## config.mk

```make
export PLATFORM = sky130hd
export DESIGN_NAME = codec_pwr_seq
export DESIGN_NICKNAME = d
export VERILOG_FILES = /design/src/rtl/cps_pkg.sv /design/src/rtl/cps_countdown.sv /design/src/rtl/cps_oc_latch.sv /design/src/rtl/codec_pwr_seq.sv
export SDC_FILE = /design/constraint.sdc
export NUM_CORES = 1
export LEC_CHECK = 0
export BUFFER_PORTS_ARGS = -buffer_cell sky130_fd_sc_hd__buf_4
export CAP_MARGIN = 20
export CORE_MARGIN = 2
export CORE_UTILIZATION = 46
export DETAILED_ROUTE_END_ITERATION = 6
export PLACE_DENSITY = 0.79
export SLEW_MARGIN = 20
export SYNTH_ARGS = -nofsm -noshare
export SYNTH_HDL_FRONTEND = slang
export SYNTH_SLANG_ARGS = --single-unit
export TNS_END_PERCENT = 30
```

## constraint.sdc

```tcl
create_clock -name clk_i -period 3.4 [get_ports clk_i]
set_input_delay 0.68 -clock clk_i [delete_from_list [all_inputs] [get_ports clk_i]]
set_output_delay 0.68 -clock clk_i [all_outputs]
set_load 0.005 [all_outputs]
```

## src/rtl/cps_pkg.sv

```systemverilog
package cps_pkg;
  localparam int unsigned NSTAGE = 4;

  localparam logic [7:0] PG_CTRL  = 8'd0;
  localparam logic [7:0] PG_PWR   = 8'd1;
  localparam logic [7:0] PG_TOUCH = 8'd3;

  localparam logic [6:0] RA_SWRST   = 7'd1;
  localparam logic [6:0] RA_STATUS  = 7'd2;
  localparam logic [6:0] RA_BLKPWR  = 7'd2;
  localparam logic [6:0] RA_SYNTH   = 7'd5;
  localparam logic [6:0] RA_TOUCH   = 7'd4;
  localparam logic [6:0] RA_HP_RST  = 7'd31;
  localparam logic [6:0] RA_SPK_RST = 7'd32;

  typedef enum logic [1:0] {
    ST_HP_L  = 2'd0,
    ST_HP_R  = 2'd1,
    ST_SPK_L = 2'd2,
    ST_SPK_R = 2'd3
  } stage_e;

  typedef struct packed {
    logic [NSTAGE-1:0] shut;
    logic              rsvd;
    logic              err;
    logic              clk_ok;
    logic              busy;
  } status_t;
endpackage

```

## src/rtl/cps_countdown.sv

```systemverilog
module cps_countdown #(
  parameter int unsigned CYCLES = 1000
) (
  input  logic clk_i,
  input  logic rst_ni,
  input  logic clr_i,
  output logic done_o
);
  localparam int unsigned W = $clog2(CYCLES + 1);
  localparam logic [W-1:0] LOAD = W'(CYCLES);

  logic [W-1:0] cnt_q;

  always_ff @(posedge clk_i or negedge rst_ni) begin
    if (!rst_ni)             cnt_q <= LOAD;
    else if (clr_i)          cnt_q <= LOAD;
    else if (cnt_q != '0)    cnt_q <= cnt_q - 1'b1;
  end

  assign done_o = (cnt_q == '0);
endmodule

```

## src/rtl/cps_oc_latch.sv

```systemverilog
module cps_oc_latch (
  input  logic clk_i,
  input  logic rst_ni,
  input  logic soft_rst_i,
  input  logic oc_i,
  input  logic rearm_i,
  output logic shut_o
);
  logic shut_q;

  // overcurrent wins over any release in the same cycle
  always_ff @(posedge clk_i or negedge rst_ni) begin
    if (!rst_ni)                    shut_q <= 1'b0;
    else if (oc_i)                  shut_q <= 1'b1;
    else if (soft_rst_i || rearm_i) shut_q <= 1'b0;
  end

  assign shut_o = shut_q;
endmodule

```

## src/rtl/codec_pwr_seq.sv

```systemverilog
module codec_pwr_seq
  import cps_pkg::*;
#(
  parameter int unsigned INIT_CYCLES   = 50000,
  parameter int unsigned SETTLE_CYCLES = 500000,
  parameter int unsigned NBLK          = 6,
  parameter logic [7:0]  COEF_PG_LO    = 8'd8,
  parameter logic [7:0]  COEF_PG_HI    = 8'd63
) (
  input  logic              clk_i,
  input  logic              rst_ni,
  input  logic [7:0]        page_i,
  input  logic [6:0]        addr_i,
  input  logic [7:0]        wdata_i,
  input  logic              we_i,
  output logic [7:0]        rdata_o,
  input  logic [NSTAGE-1:0] oc_i,
  output logic              busy_o,
  output logic              clk_valid_o,
  output logic              synth_en_o,
  output logic [NBLK-1:0]   blk_en_o,
  output logic              touch_en_o,
  output logic [NSTAGE-1:0] stage_en_o,
  output logic              coef_we_o
);
  logic              soft_rst, in_coef, pwr_wr, refused, accept;
  logic              init_done, settle_done;
  logic [NSTAGE-1:0] rearm, shut, pulse_q;
  logic [NBLK-1:0]   blk_q;
  logic              synth_q, touch_pd_q, err_q;
  status_t           status;

  assign soft_rst = we_i && page_i == PG_CTRL && addr_i == RA_SWRST && wdata_i[0];
  assign in_coef  = page_i >= COEF_PG_LO && page_i <= COEF_PG_HI;
  assign pwr_wr   = we_i && ((page_i == PG_PWR && (addr_i == RA_BLKPWR || addr_i == RA_SYNTH)) ||
                             (page_i == PG_TOUCH && addr_i == RA_TOUCH));
  assign refused  = busy_o && (pwr_wr || (we_i && in_coef));
  assign accept   = we_i && !busy_o;

  assign rearm[ST_HP_L]  = we_i && page_i == PG_PWR && addr_i == RA_HP_RST  && wdata_i[7];
  assign rearm[ST_HP_R]  = we_i && page_i == PG_PWR && addr_i == RA_HP_RST  && wdata_i[6];
  assign rearm[ST_SPK_L] = we_i && page_i == PG_PWR && addr_i == RA_SPK_RST && wdata_i[7];
  assign rearm[ST_SPK_R] = we_i && page_i == PG_PWR && addr_i == RA_SPK_RST && wdata_i[6];

  cps_countdown #(.CYCLES(INIT_CYCLES)) u_init_cnt (
    .clk_i (clk_i),
    .rst_ni(rst_ni),
    .clr_i (soft_rst),
    .done_o(init_done)
  );

  cps_countdown #(.CYCLES(SETTLE_CYCLES)) u_settle_cnt (
    .clk_i (clk_i),
    .rst_ni(rst_ni),
    .clr_i (soft_rst || !synth_q),
    .done_o(settle_done)
  );

  for (genvar k = 0; k < NSTAGE; k++) begin : g_stage
    cps_oc_latch u_latch (
      .clk_i     (clk_i),
      .rst_ni    (rst_ni),
      .soft_rst_i(soft_rst),
      .oc_i      (oc_i[k]),
      .rearm_i   (rearm[k]),
      .shut_o    (shut[k])
    );
  end

  always_ff @(posedge clk_i or negedge rst_ni) begin
    if (!rst_ni) begin
      blk_q      <= '0;
      synth_q    <= 1'b0;
      touch_pd_q <= 1'b0;
      err_q      <= 1'b0;
      pulse_q    <= '0;
    end else if (soft_rst) begin
      blk_q      <= '0;
      synth_q    <= 1'b0;
      touch_pd_q <= 1'b0;
      err_q      <= 1'b0;
      pulse_q    <= '0;
    end else begin
      pulse_q <= rearm;
      if (refused) err_q <= 1'b1;
      if (accept && page_i == PG_PWR && addr_i == RA_BLKPWR) blk_q      <= wdata_i[NBLK-1:0];
      if (accept && page_i == PG_PWR && addr_i == RA_SYNTH)  synth_q    <= wdata_i[7];
      if (accept && page_i == PG_TOUCH && addr_i == RA_TOUCH) touch_pd_q <= wdata_i[7];
    end
  end

  assign busy_o      = !init_done;
  assign synth_en_o  = synth_q;
  assign clk_valid_o = synth_q && settle_done;
  assign blk_en_o    = blk_q;
  assign touch_en_o  = !touch_pd_q;
  assign stage_en_o  = ~shut;
  assign coef_we_o   = we_i && in_coef && !busy_o;

  assign status = '{shut: shut, rsvd: 1'b0, err: err_q, clk_ok: clk_valid_o, busy: busy_o};

  always_comb begin
    rdata_o = '0;
    if (page_i == PG_CTRL && addr_i == RA_STATUS)       rdata_o = status;
    else if (page_i == PG_PWR && addr_i == RA_BLKPWR)   rdata_o = 8'(blk_q);
    else if (page_i == PG_PWR && addr_i == RA_SYNTH)    rdata_o = {synth_q, 7'b0};
    else if (page_i == PG_PWR && addr_i == RA_HP_RST)   rdata_o = {pulse_q[ST_HP_L], pulse_q[ST_HP_R], 6'b0};
    else if (page_i == PG_PWR && addr_i == RA_SPK_RST)  rdata_o = {pulse_q[ST_SPK_L], pulse_q[ST_SPK_R], 6'b0};
    else if (page_i == PG_TOUCH && addr_i == RA_TOUCH)  rdata_o = {touch_pd_q, 7'b0};
  end
endmodule

```

==> impl_metrics.tcl <==
set metrics [dict create \
    endpoint_kind "output pin" \
    postLayoutCoreUtil_pct 56.3 \
    grt_first_pass_wirelength_um 12100 \
    rrSetupSlack_ns 0.86 \
    dpl.cell_count 443 \
    pin_count 53 \
    clkTransAtPathRegs_ns 0.10 \
    p_leak_nw 1.51 \
    cts_resized 0 \
    period_share_pct 96.3 \
    p_per_area_mw_per_mm2 318 \
    dieHeight_um 84.3 \
    slew_headroom_pct 57.3 \
    track_usage_pct 20.7 \
    ys_ff_latch 52 \
    clockRootBuffer "clkbuf_8" \
    reg2regPathDepth 6 \
    clock-skew-final_ns 0.0104 \
    synth_ff_type "dfrtp_1" \
    rr_startpoint "u_init_cnt.cnt_q[6]" \
    cp_data_required_time_ns 2.72 \
    drt_pass1_iterations 4 \
    drive_gt1_share_pct 25.4 \
    p_switching_w 0.000272 \
    preCtsSetupSlack_ns 0.0645 \
    synth_cells 321 \
    syn_to_final_growth_pct 19.3 \
    drv_cap 0 \
    rsz0062_at_grt "false" \
    cts_buffer_depth 2 \
    fill_cells 552 \
    slew_violations 0 \
    hold_viol_final 0 \
    ant_nets 0 \
    io_buffers 52 \
    hpwl_um 5090 \
    crit_type "input pin to output pin" \
    p_int_w 0.000851 \
    setup_viol 0 \
    synth.yosys.seq_area_share_pct 44.4 \
    synth.yosys.warnings 0 \
    tritoncts "done" \
    drtIter0Drc 145 \
    avgSynthCellArea_sq_um 9.23 \
    diodes 0 \
    hold_path_class "input pin to async pin" \
    start_util_pct 47.2 \
    setup_ws_ns 0.125 \
    clkPwrFrac_pct 33.2 \
    cts_made_buffers 5 \
    wl_um 7000 \
    grt_overflow 0 \
    grt_start_max_net_pins 53 \
    ctsHoldBuffers 0 \
    gp_congestion 0.900 \
    rows 29 \
    worst_pin_slew_ns 0.640 \
    synth_fp_nets 354 \
    async_flop_share_pct 100 \
    setup_tns_ns 0 \
    postCtsSetupBuffers 0 \
    die_area_sq_mm 0.00710 \
    cts.sinks 52 \
    netlist_area_sq_mm 0.00296 \
    pwr-share-comb_pct 7.7 \
    viasPerCell 5.79 \
    cts.htree.levels 2 \
    grt_pass1_vias 2672 \
    grt_antenna_before_repair 0 \
    rr_endpoint "blk_en_o[5]" \
    min_period_ns 3.27 \
    nNetsFinal 406 \
    seqPwrFrac_pct 59.0 \
    cp.arrival_ns 2.59 \
    worstSetupStartpointType "input pin" \
    outcome "complete, no violations" \
    crit_fanout 5 \
    finalNonFillerCells 451 \
    clock_latency_ns 0.31 \
    wl_per_cell_um 15.5 \
    die_w_um 84.3 \
    vias 2613 \
    synthDistinctLibCells 55 \
    swShare_pct 24.3 \
    fp.coreArea_sq_mm 0.00628 \
    synth_edf_count 0 \
    fmax_ghz 0.305 \
    drc_errors 0 \
    ir_drop_v 0.000186 \
]
## how the worst max path moves through the flow
stage,startpoint,endpoint,cells past startpoint
after floorplan,page_i[3],rdata_o[7],5
after global placement,addr_i[1],rdata_o[7],7
after global routing,addr_i[1],rdata_o[7],7
after CTS,addr_i[1],rdata_o[7],7
final,addr_i[1],rdata_o[7],7
after detailed placement,addr_i[1],rdata_o[7],7
## cells in the mapped netlist, types with 2 or more instances
library cell,count,area share (%)
or3_1,6,1.3
dfstp_2,13,12
a21oi_1,7,1.2
nor4_2,4,1.7
ha_1,3,1.3
nor3_1,15,2.5
nor4_1,11,2.3
nand4_1,2,0.42
a22oi_1,2,0.51
and3_1,12,2.5
a22o_1,11,3.3
or4_1,10,2.5
a211oi_1,2,0.51
clkbuf_1,8,1.0
nor2b_1,2,0.42
o31ai_1,7,1.8
nand3_1,9,1.5
nand2b_1,8,1.7
o211ai_1,5,1.3
o21ai_0,4,0.68
nand2_1,23,2.9
a31oi_1,2,0.42
xnor2_1,11,3.3
xor2_1,10,3.0
nor2_1,43,5.4
inv_1,16,2.0
o311ai_1,2,0.59
buf_2,2,0.34
o2111ai_1,2,0.59
mux2i_1,4,1.4
o21ai_1,2,0.34
buf_6,2,0.76
dfrtp_1,39,33
## area by class of cell
cell class	instances	area (sq um)	area share, %
clock buffer	6	82.6	2.33
clock inverter	2	13.8	0.389
inverter	17	63.8	1.80
multi-input combinational	239	1530	43.2
sequential	52	1320	37.2
tap	77	96.3	2.72
timing repair buffer	58	435	12.3
## registers in the layout, indices dropped and copies added (netlist names)
signal and flops:
u_settle_cnt.cnt_q 19, u_init_cnt.cnt_q 16, blk_en_o 6, g_stage.u_latch.shut_o 4, pulse_q 4, err_q 1
synth_en_o 1, touch_pd_q 1
## worst max-delay path, stage by stage
cell     delay, ns
buf_4         0.12
or4_1         0.58
or4_4         0.53
nor2_2        0.17
a22oi_1       0.09
o31ai_2       0.27
buf_4         0.15
## power by group through the flow
stage | Combinational [W] | Clock (W) | Sequential (W)
4_1_cts | 0.0000866 | 0.000382 | 0.000663
2_1_floorplan | 0.0000361 | 0 | 0.000668
5_1_grt | 0.0000985 | 0.000407 | 0.000666
6_report | 0.0000867 | 0.000374 | 0.000663
3_3_place_gp | 0.0000824 | 0 | 0.000672
3_5_place_dp | 0.0000869 | 0 | 0.000672
## stage by stage
step / hold WS, ns / power [W] / area, sq um
after detailed placement: 0.477 / 0.000759 / 3430
after CTS: 0.402 / 0.00113 / 3530
after global placement: 0.467 / 0.000754 / 3430
after floorplan: 0.384 / 0.000704 / 2960
after global routing: 0.428 / 0.00117 / 3540
final: 0.373 / 0.00112 / 3540
## cell usage in the layout, fill, tap and decap left out, types with 4 or more instances in the layout
cell	count
buf_4	58
nor2_1	42
dfrtp_1	39
nand2_1	23
inv_1	16
nor3_1	15
dfstp_2	13
and3_1	12
nor4_1	11
a22o_1	11
xnor2_1	11
xor2_1	10
or4_1	9
nand3_1	9
nand2b_1	8
a21oi_1	7
or3_1	6
o31ai_1	6
clkbuf_8	6
o211ai_1	5
mux2i_1	4
o21ai_0	4
nor4_2	4
## metal layers
layer | share of wire [%] | global-route usage [%]
met5 | 0 | 0
met4 | 1.8 | 7.62
met3 | 5.3 | 5.31
met2 | 47 | 33.6
met1 | 46 | 26.6
## kinds of logic (layout without fill, tap and decap cells)
| family | count (synthesis) | count (layout) | share of synthesized area (%) |
|---|---|---|---|
| compound gates | 52 | 52 | 12.7 |
| xor+xnor | 21 | 21 | 6.20 |
| fa+ha+maj | 3 | 3 | 1.27 |
| buf+inv | 30 | 83 | 4.39 |
| flops | 52 | 52 | 44.4 |
| mux | 4 | 4 | 1.35 |
| simple gates | 159 | 159 | 29.6 |
(Power assumes the default switching activity.)
